<file path="config.mk">
export PLATFORM = sky130hd
export DESIGN_NAME = vec_agu
export DESIGN_NICKNAME = d
export VERILOG_FILES = /design/src/rtl/vagu_pkg.sv /design/src/rtl/vagu_addr_gen.sv /design/src/rtl/vagu_issue.sv /design/src/rtl/vagu_resp.sv /design/src/rtl/vec_agu.sv
export SDC_FILE = /design/constraint.sdc
export NUM_CORES = 1
export LEC_CHECK = 0
export ABC_AREA = 1
export BUFFER_PORTS_ARGS = -buffer_cell sky130_fd_sc_hd__buf_2
export CORE_MARGIN = 1.5
export CORE_UTILIZATION = 51
export DETAILED_ROUTE_END_ITERATION = 10
export HOLD_SLACK_MARGIN = 0.05
export PLACE_DENSITY_LB_ADDON = 0.25
export SYNTH_ARGS = -nofsm -noshare
export SYNTH_HDL_FRONTEND = slang
export SYNTH_HIERARCHICAL = 1
export SYNTH_SLANG_ARGS = --single-unit
</file>
<file path="constraint.sdc">
create_clock -name clk -period 2.1 [get_ports clk]
set_input_delay 0.42 -clock clk [delete_from_list [all_inputs] [get_ports clk]]
set_output_delay 0.42 -clock clk [all_outputs]
set_load 0.02 [all_outputs]
</file>
<file path="src/rtl/vagu_pkg.sv">
package vagu_pkg;
  typedef enum logic [1:0] {
    VA_UNIT   = 2'd0,
    VA_STRIDE = 2'd1,
    VA_INDEX  = 2'd2,
    VA_UNIT2  = 2'd3
  } va_mode_e;
endpackage

</file>
<file path="src/rtl/vagu_addr_gen.sv">
// Running address accumulator plus indexed-mode adder.
module vagu_addr_gen
  import vagu_pkg::*;
#(
  parameter int AW = 32
) (
  input  logic          clk,
  input  logic          rst,
  input  logic          accept,
  input  logic [1:0]    mode_in,
  input  logic [AW-1:0] base_in,
  input  logic [AW-1:0] stride_in,
  input  logic          advance,
  input  logic [AW-1:0] idx_data,
  output logic [AW-1:0] addr_next
);
  va_mode_e      mode_q;
  logic [AW-1:0] base_q;
  logic [AW-1:0] step_q;
  logic [AW-1:0] acc_q;

  always_ff @(posedge clk) begin
    if (rst) begin
      mode_q <= VA_UNIT;
      base_q <= '0;
      step_q <= AW'(1);
      acc_q  <= '0;
    end else if (accept) begin
      mode_q <= va_mode_e'(mode_in);
      base_q <= base_in;
      step_q <= (va_mode_e'(mode_in) == VA_STRIDE) ? stride_in : AW'(1);
      acc_q  <= base_in;
    end else if (advance) begin
      acc_q  <= acc_q + step_q;
    end
  end

  always_comb begin
    if (mode_q == VA_INDEX) addr_next = base_q + idx_data;
    else                    addr_next = acc_q;
  end
endmodule

</file>
<file path="src/rtl/vagu_issue.sv">
// Element counter, register read look-ahead and request output register.
module vagu_issue #(
  parameter int AW = 32,
  parameter int DW = 32,
  parameter int EW = 6,
  parameter int LW = 7
) (
  input  logic          clk,
  input  logic          rst,
  input  logic          accept,
  input  logic          busy,
  input  logic [LW-1:0] vlen,
  input  logic [AW-1:0] addr_in,
  input  logic [DW-1:0] src_data,
  input  logic          req_ready,
  output logic          advance,
  output logic [EW-1:0] rd_addr,
  output logic          req_valid,
  output logic [AW-1:0] req_addr,
  output logic [DW-1:0] req_wdata,
  output logic [EW-1:0] req_elem
);
  logic [LW-1:0] load_cnt;
  logic [EW-1:0] cur_elem;

  assign cur_elem = load_cnt[EW-1:0];
  assign advance  = busy && (load_cnt < vlen) && (!req_valid || req_ready);

  // Present the element that will be needed at the next load so the
  // one-cycle register read never stalls the stream.
  always_comb begin
    if (accept)       rd_addr = '0;
    else if (advance) rd_addr = cur_elem + EW'(1);
    else              rd_addr = cur_elem;
  end

  always_ff @(posedge clk) begin
    if (rst) begin
      load_cnt  <= '0;
      req_valid <= 1'b0;
      req_addr  <= '0;
      req_wdata <= '0;
      req_elem  <= '0;
    end else if (accept) begin
      load_cnt  <= '0;
      req_valid <= 1'b0;
    end else if (advance) begin
      load_cnt  <= load_cnt + LW'(1);
      req_valid <= 1'b1;
      req_addr  <= addr_in;
      req_wdata <= src_data;
      req_elem  <= cur_elem;
    end else if (req_ready) begin
      req_valid <= 1'b0;
    end
  end
endmodule

</file>
<file path="src/rtl/vagu_resp.sv">
// In-order load response sink writing the destination register.
module vagu_resp #(
  parameter int DW = 32,
  parameter int EW = 6,
  parameter int LW = 7
) (
  input  logic          clk,
  input  logic          rst,
  input  logic          accept,
  input  logic          busy,
  input  logic          is_load,
  input  logic [LW-1:0] vlen,
  input  logic          rsp_valid,
  input  logic [DW-1:0] rsp_data,
  output logic          last,
  output logic          dst_we,
  output logic [EW-1:0] dst_addr,
  output logic [DW-1:0] dst_data
);
  logic [LW-1:0] rsp_cnt;
  logic          take;

  assign take = busy && is_load && rsp_valid && (rsp_cnt < vlen);
  assign last = take && (rsp_cnt == vlen - LW'(1));

  always_ff @(posedge clk) begin
    if (rst) begin
      rsp_cnt  <= '0;
      dst_we   <= 1'b0;
      dst_addr <= '0;
      dst_data <= '0;
    end else begin
      dst_we <= take;
      if (accept) begin
        rsp_cnt <= '0;
      end else if (take) begin
        rsp_cnt  <= rsp_cnt + LW'(1);
        dst_addr <= rsp_cnt[EW-1:0];
        dst_data <= rsp_data;
      end
    end
  end
endmodule

</file>
<file path="src/rtl/vec_agu.sv">
module vec_agu #(
  parameter int AW    = 32,
  parameter int DW    = 32,
  parameter int MAXVL = 64,
  localparam int EW   = $clog2(MAXVL),
  localparam int LW   = $clog2(MAXVL + 1)
) (
  input  logic          clk,
  input  logic          rst,
  input  logic          start,
  input  logic          op_store,
  input  logic [1:0]    op_mode,
  input  logic [AW-1:0] op_base,
  input  logic [AW-1:0] op_stride,
  input  logic [LW-1:0] op_vlen,
  output logic          busy,
  output logic          done,
  output logic [EW-1:0] vr_rd_addr,
  input  logic [AW-1:0] vr_idx_data,
  input  logic [DW-1:0] vr_src_data,
  output logic          mem_req_valid,
  input  logic          mem_req_ready,
  output logic [AW-1:0] mem_req_addr,
  output logic          mem_req_we,
  output logic [DW-1:0] mem_req_wdata,
  output logic [EW-1:0] mem_req_elem,
  input  logic          mem_rsp_valid,
  input  logic [DW-1:0] mem_rsp_data,
  output logic          dst_we,
  output logic [EW-1:0] dst_addr,
  output logic [DW-1:0] dst_data
);
  logic          accept;
  logic [LW-1:0] vlen_clamped;
  logic [LW-1:0] vlen_q;
  logic          store_q;
  logic          advance;
  logic [AW-1:0] addr_next;
  logic          rsp_last;
  logic          store_last;
  logic          finish;

  assign accept       = start && !busy;
  assign vlen_clamped = (op_vlen > LW'(MAXVL)) ? LW'(MAXVL) : op_vlen;
  assign store_last   = store_q && busy && mem_req_valid && mem_req_ready &&
                        (LW'(mem_req_elem) == vlen_q - LW'(1));
  assign finish       = store_last || rsp_last;

  always_ff @(posedge clk) begin
    if (rst) begin
      busy       <= 1'b0;
      done       <= 1'b0;
      vlen_q     <= '0;
      store_q    <= 1'b0;
      mem_req_we <= 1'b0;
    end else begin
      done <= finish || (accept && vlen_clamped == '0);
      if (accept) begin
        busy       <= (vlen_clamped != '0);
        vlen_q     <= vlen_clamped;
        store_q    <= op_store;
        mem_req_we <= op_store;
      end else if (finish) begin
        busy <= 1'b0;
      end
    end
  end

  vagu_addr_gen #(.AW(AW)) u_addr (
    .clk       (clk),
    .rst       (rst),
    .accept    (accept),
    .mode_in   (op_mode),
    .base_in   (op_base),
    .stride_in (op_stride),
    .advance   (advance),
    .idx_data  (vr_idx_data),
    .addr_next (addr_next)
  );

  vagu_issue #(.AW(AW), .DW(DW), .EW(EW), .LW(LW)) u_issue (
    .clk       (clk),
    .rst       (rst),
    .accept    (accept),
    .busy      (busy),
    .vlen      (vlen_q),
    .addr_in   (addr_next),
    .src_data  (vr_src_data),
    .req_ready (mem_req_ready),
    .advance   (advance),
    .rd_addr   (vr_rd_addr),
    .req_valid (mem_req_valid),
    .req_addr  (mem_req_addr),
    .req_wdata (mem_req_wdata),
    .req_elem  (mem_req_elem)
  );

  vagu_resp #(.DW(DW), .EW(EW), .LW(LW)) u_resp (
    .clk       (clk),
    .rst       (rst),
    .accept    (accept),
    .busy      (busy),
    .is_load   (!store_q),
    .vlen      (vlen_q),
    .rsp_valid (mem_rsp_valid),
    .rsp_data  (mem_rsp_data),
    .last      (rsp_last),
    .dst_we    (dst_we),
    .dst_addr  (dst_addr),
    .dst_data  (dst_data)
  );
endmodule

</file>
==> impl_metrics.yaml <==
route:
  via_per_inst: 5.08
  drc: 0
  first_iter_violations: 1164
  ant_nets: 0
  drt-total-wl_um: 48600
  drt-pass1-iter-count: 6
  num_vias: 16400
  post_drt_wl_per_cell_um: 15.0
flow_run:
  drv_cap: 0
layout:
  drive_above_1_share: 0.226
  fin_cells: 3231
  final_area_um2: 19100
  nets: 3082
  syn2layout_area_growth_pct: 29.8
synth:
  syn_area_um2: 14700
  synth_cells: 2424
  syn-num-nets: 2680
  synthMuxAreaShare: 0
  synth-simple-area-share: 0.382
  post_synth_fa_ha_maj_area_fraction: 0.0698
  synth_xor_xnor_area_share: 0.0137
  ys_seq_area_frac: 0.315
  ys_async_sr_fraction: 0
  synth_edf_count: 0
  synth-main-ff-cell: "dfxtp_1"
  synth_area_per_cell_um2: 6.08
  netlist-cell-type-count: 47
  synth_compound_area_frac: 0.108
  synth_seq_cells: 232
  yosys_warnings: 6
  synth_top_family_by_area: "simple AND/OR/NAND/NOR gates"
grt:
  antenna_found_initial: 1
  overflow: 0
  grt_pass1_wl_um: 70600
  grt_pass1_vias: 14800
  grt_usage: 0.287
  grt_max_degree: 102
setup_path:
  end_kind: "output pin"
  critical-path-max-stage-delay_ns: 0.34
  worst-setup-path-type: "flop to output pin"
  cp_cell_sequence: "inv_2 -> ha_4 -> nand2_2 -> inv_1 -> nand2_1 -> nand2_2 -> inv_2 -> nand3_4 -> buf_6 -> nand2_2 -> nand2_2 -> nor2_2 -> buf_6"
  crit_path_start_kind: "flop"
  worstPathRequired_ns: 1.68
  crit_top_cell: "nand2_2"
  cp_slowest_cell: "dfxtp_2"
  cp_max_fo: 6
  arrival_ns: 2.16
power_and_ir_drop:
  p_clk_frac: 0.352
  p_sw_frac: 0.333
  power_frac_comb: 0.284
  ir_worst_vdd_mv: 0.611
  power_uw: 13800
  power-per-cell-area_nw_per_um2: 723
  p_leak_uw: 0.0105
  p_sw_uw: 4610
  seq_power_share: 0.364
  intPower_uw: 9220
timing:
  finalClockSkew_ns: 0.0111
  final-hold-violation-count: 0
  rsz0062_at_grt: "yes"
  setup_violations: 9
  drv_slew: 0
  min_period_ns: 2.58
  slew_headroom: 0.566
  holdWs_ns: 0.0832
  fin_crit_sh: 1.23
  tightest_slew_ns: 0.651
  max_freq_mhz: 387
  setup_slack_ns: -0.483
floorplanning:
  io_pins: 294
  start_util: 0.516
  die_h_um: 173
  core-area_um2: 28500
  rows: 62
  die_w_um: 173
  fp.dieArea_um2: 29900
placed_design:
  gp_congestion: 0.984
  dpl.cell_count: 3139
  portBuffers: 293
  place_area_um2: 17300
  dp_hpwl_um: 34500
clocking:
  cts_buffer_depth: 3
  tritoncts: "yes"
  cts_hold_buf: 0
  clock_latency_ns: 0.55
  htreeDepth: 1
  numClockSinks: 232
  path_clk_slew_ns: 0.06
  cts_root_buffer: "clkbuf_16"
  cts_made_buffers: 27
worst_hold_path:
  min_path_type: "input pin to flop"
status:
  status: "complete, but fails checks"
  violations: "setup timing"
power groups by stage:
stage / Combinational [uW] / Clock (uW) / Sequential, uW
after floorplan: 1980 / 0 / 5290
after global placement: 3320 / 0 / 5100
after detailed placement: 3390 / 0 / 5110
after CTS: 3590 / 4930 / 5020
after global routing: 4310 / 5120 / 5070
final: 3930 / 4870 / 5040
cell usage in the layout (no fill, tap or decap), types with 4 or more instances in the layout:
cell type and n:
nand3b_1 17, a31oi_1 7, nand3_2 5, nor2_1 350, a211oi_1 5, nor2_4 6, nand2_1 807, xnor2_1 8
ha_2 4, nand4_1 8, dfxtp_1 220, nor2_2 19, nand2_2 45, clkbuf_16 35, inv_2 16, or2_2 4
o21ai_1 10, a21oi_2 11, buf_6 20, ha_4 7, a21o_1 6, a21oi_1 159, ha_1 68, a21boi_0 21
buf_4 119, o21ai_0 63, buf_12 9, clkbuf_8 4, nor3_1 6, inv_1 309, dfxtp_2 12, clkinvlp_4 5
buf_2 288, or2_1 4, and2_1 5, xor2_1 15, nor3_2 4, nand3_1 102
layout make-up:
class                           instances  area [um^2]
Antenna cell                            1         2.50
Clock buffer                           33          738
Clock inverter                         16          186
Fill cell                            2630         9410
Inverter                              326         1220
Multi-Input combinational cell       1792         8840
Sequential cell                       232         4660
Tap cell                              384          480
Timing Repair Buffer                  447         3000
flip-flops by register name, indices dropped and copies added, names as in the netlist:
| name | count |
|---|---|
| u_addr/acc_q | 32 |
| u_addr/base_q | 32 |
| u_addr/step_q | 32 |
| u_issue/req_addr | 32 |
| u_issue/req_wdata | 32 |
| u_resp/dst_data | 32 |
| u_issue/load_cnt | 7 |
| u_resp/rsp_cnt | 7 |
| vlen_q | 7 |
| u_issue/req_elem | 6 |
| u_resp/dst_addr | 6 |
| u_addr/mode_q | 2 |
| busy | 1 |
| done | 1 |
| store_q | 1 |
| u_issue/req_valid | 1 |
| u_resp/dst_we | 1 |
worst max-delay path, delay by kind of cell, from the launching register on:
family / cells / cell delay, ns
simple gates: 7 / 0.57
buf+inv: 5 / 0.47
fa+ha+maj: 1 / 0.22
flops: 1 / 0.34
cell usage after synthesis (3+ instances only):
library cell | instances | share of area
a31oi_1 | 7 | 0.0030
and2_1 | 6 | 0.0025
clkbuf_1 | 37 | 0.0094
xnor2_1 | 8 | 0.0048
a21boi_0 | 21 | 0.011
nor3_2 | 3 | 0.0020
or2_1 | 4 | 0.0017
or2_2 | 4 | 0.0017
clkbuf_8 | 3 | 0.0028
xor2_1 | 15 | 0.0089
o21ai_1 | 4 | 0.0014
a21oi_1 | 169 | 0.057
buf_6 | 9 | 0.0069
buf_1 | 3 | 0.00076
dfxtp_1 | 232 | 0.32
a21o_1 | 6 | 0.0031
o21bai_1 | 3 | 0.0015
inv_2 | 7 | 0.0018
buf_4 | 5 | 0.0025
nand3_1 | 106 | 0.036
buf_2 | 16 | 0.0054
nor3_1 | 8 | 0.0027
inv_1 | 318 | 0.081
nand2_1 | 842 | 0.21
nor2_1 | 365 | 0.093
nand4_1 | 8 | 0.0034
a211oi_1 | 5 | 0.0025
nor2_2 | 7 | 0.0030
o21ai_0 | 73 | 0.025
nand2_2 | 13 | 0.0055
nand3b_1 | 17 | 0.0087
nor2_4 | 3 | 0.0023
ha_1 | 79 | 0.067
per-layer routing:
metal / vias up / routed length, um / track usage
met2: 557 / 23200 / 0.504
met1: 7389 / 20600 / 0.356
met3: 142 / 2550 / 0.0292
li1: 8314 / - / -
met5: - / 0 / 0
met4: 0 / 2150 / 0.123
cells by family after synthesis:
logic type,Yosys count
AND/OR/NAND/NOR,1392
buffers and inverters,401
AO/OA/AOI/OAI,295
flip-flops,232
adder cells (fa/ha/maj),81
XOR/XNOR,23
repair_timing:
| item | 4_1_cts | 5_1_grt |
|---|---|---|
| gates cloned | 1 | 16 |
| pin swaps | 14 | 39 |
| resized for setup | 45 | 92 |
| setup endpoints to repair | 22 | 128 |
| setup buffers | 15 | 19 |
per-stage QoR:
step / setup TNS [ns] / setup WS (ns) / utilization
after floorplan: -0.00525 / -0.00525 / -
after global placement: -2.20 / -0.165 / 0.605
after detailed placement: -3.91 / -0.206 / 0.605
after CTS: -2.84 / -0.468 / 0.648
after global routing: -5.21 / -0.539 / 0.670
final: -2.85 / -0.483 / 0.670
worst paths after layout:
path,cells after the start,from,endpoint,slack (ns)
worst min register to register,2,u_addr/base_q[7],u_addr/base_q[7],0.47
worst max register to register,15,vlen_q[6],u_issue/req_elem[1],-0.06
worst max-delay path,13,vlen_q[6],vr_rd_addr[4],-0.48
worst min-delay path,3,op_stride[0],u_addr/step_q[0],0.08
No activity file was read; power rests on OpenSTA's default activity.
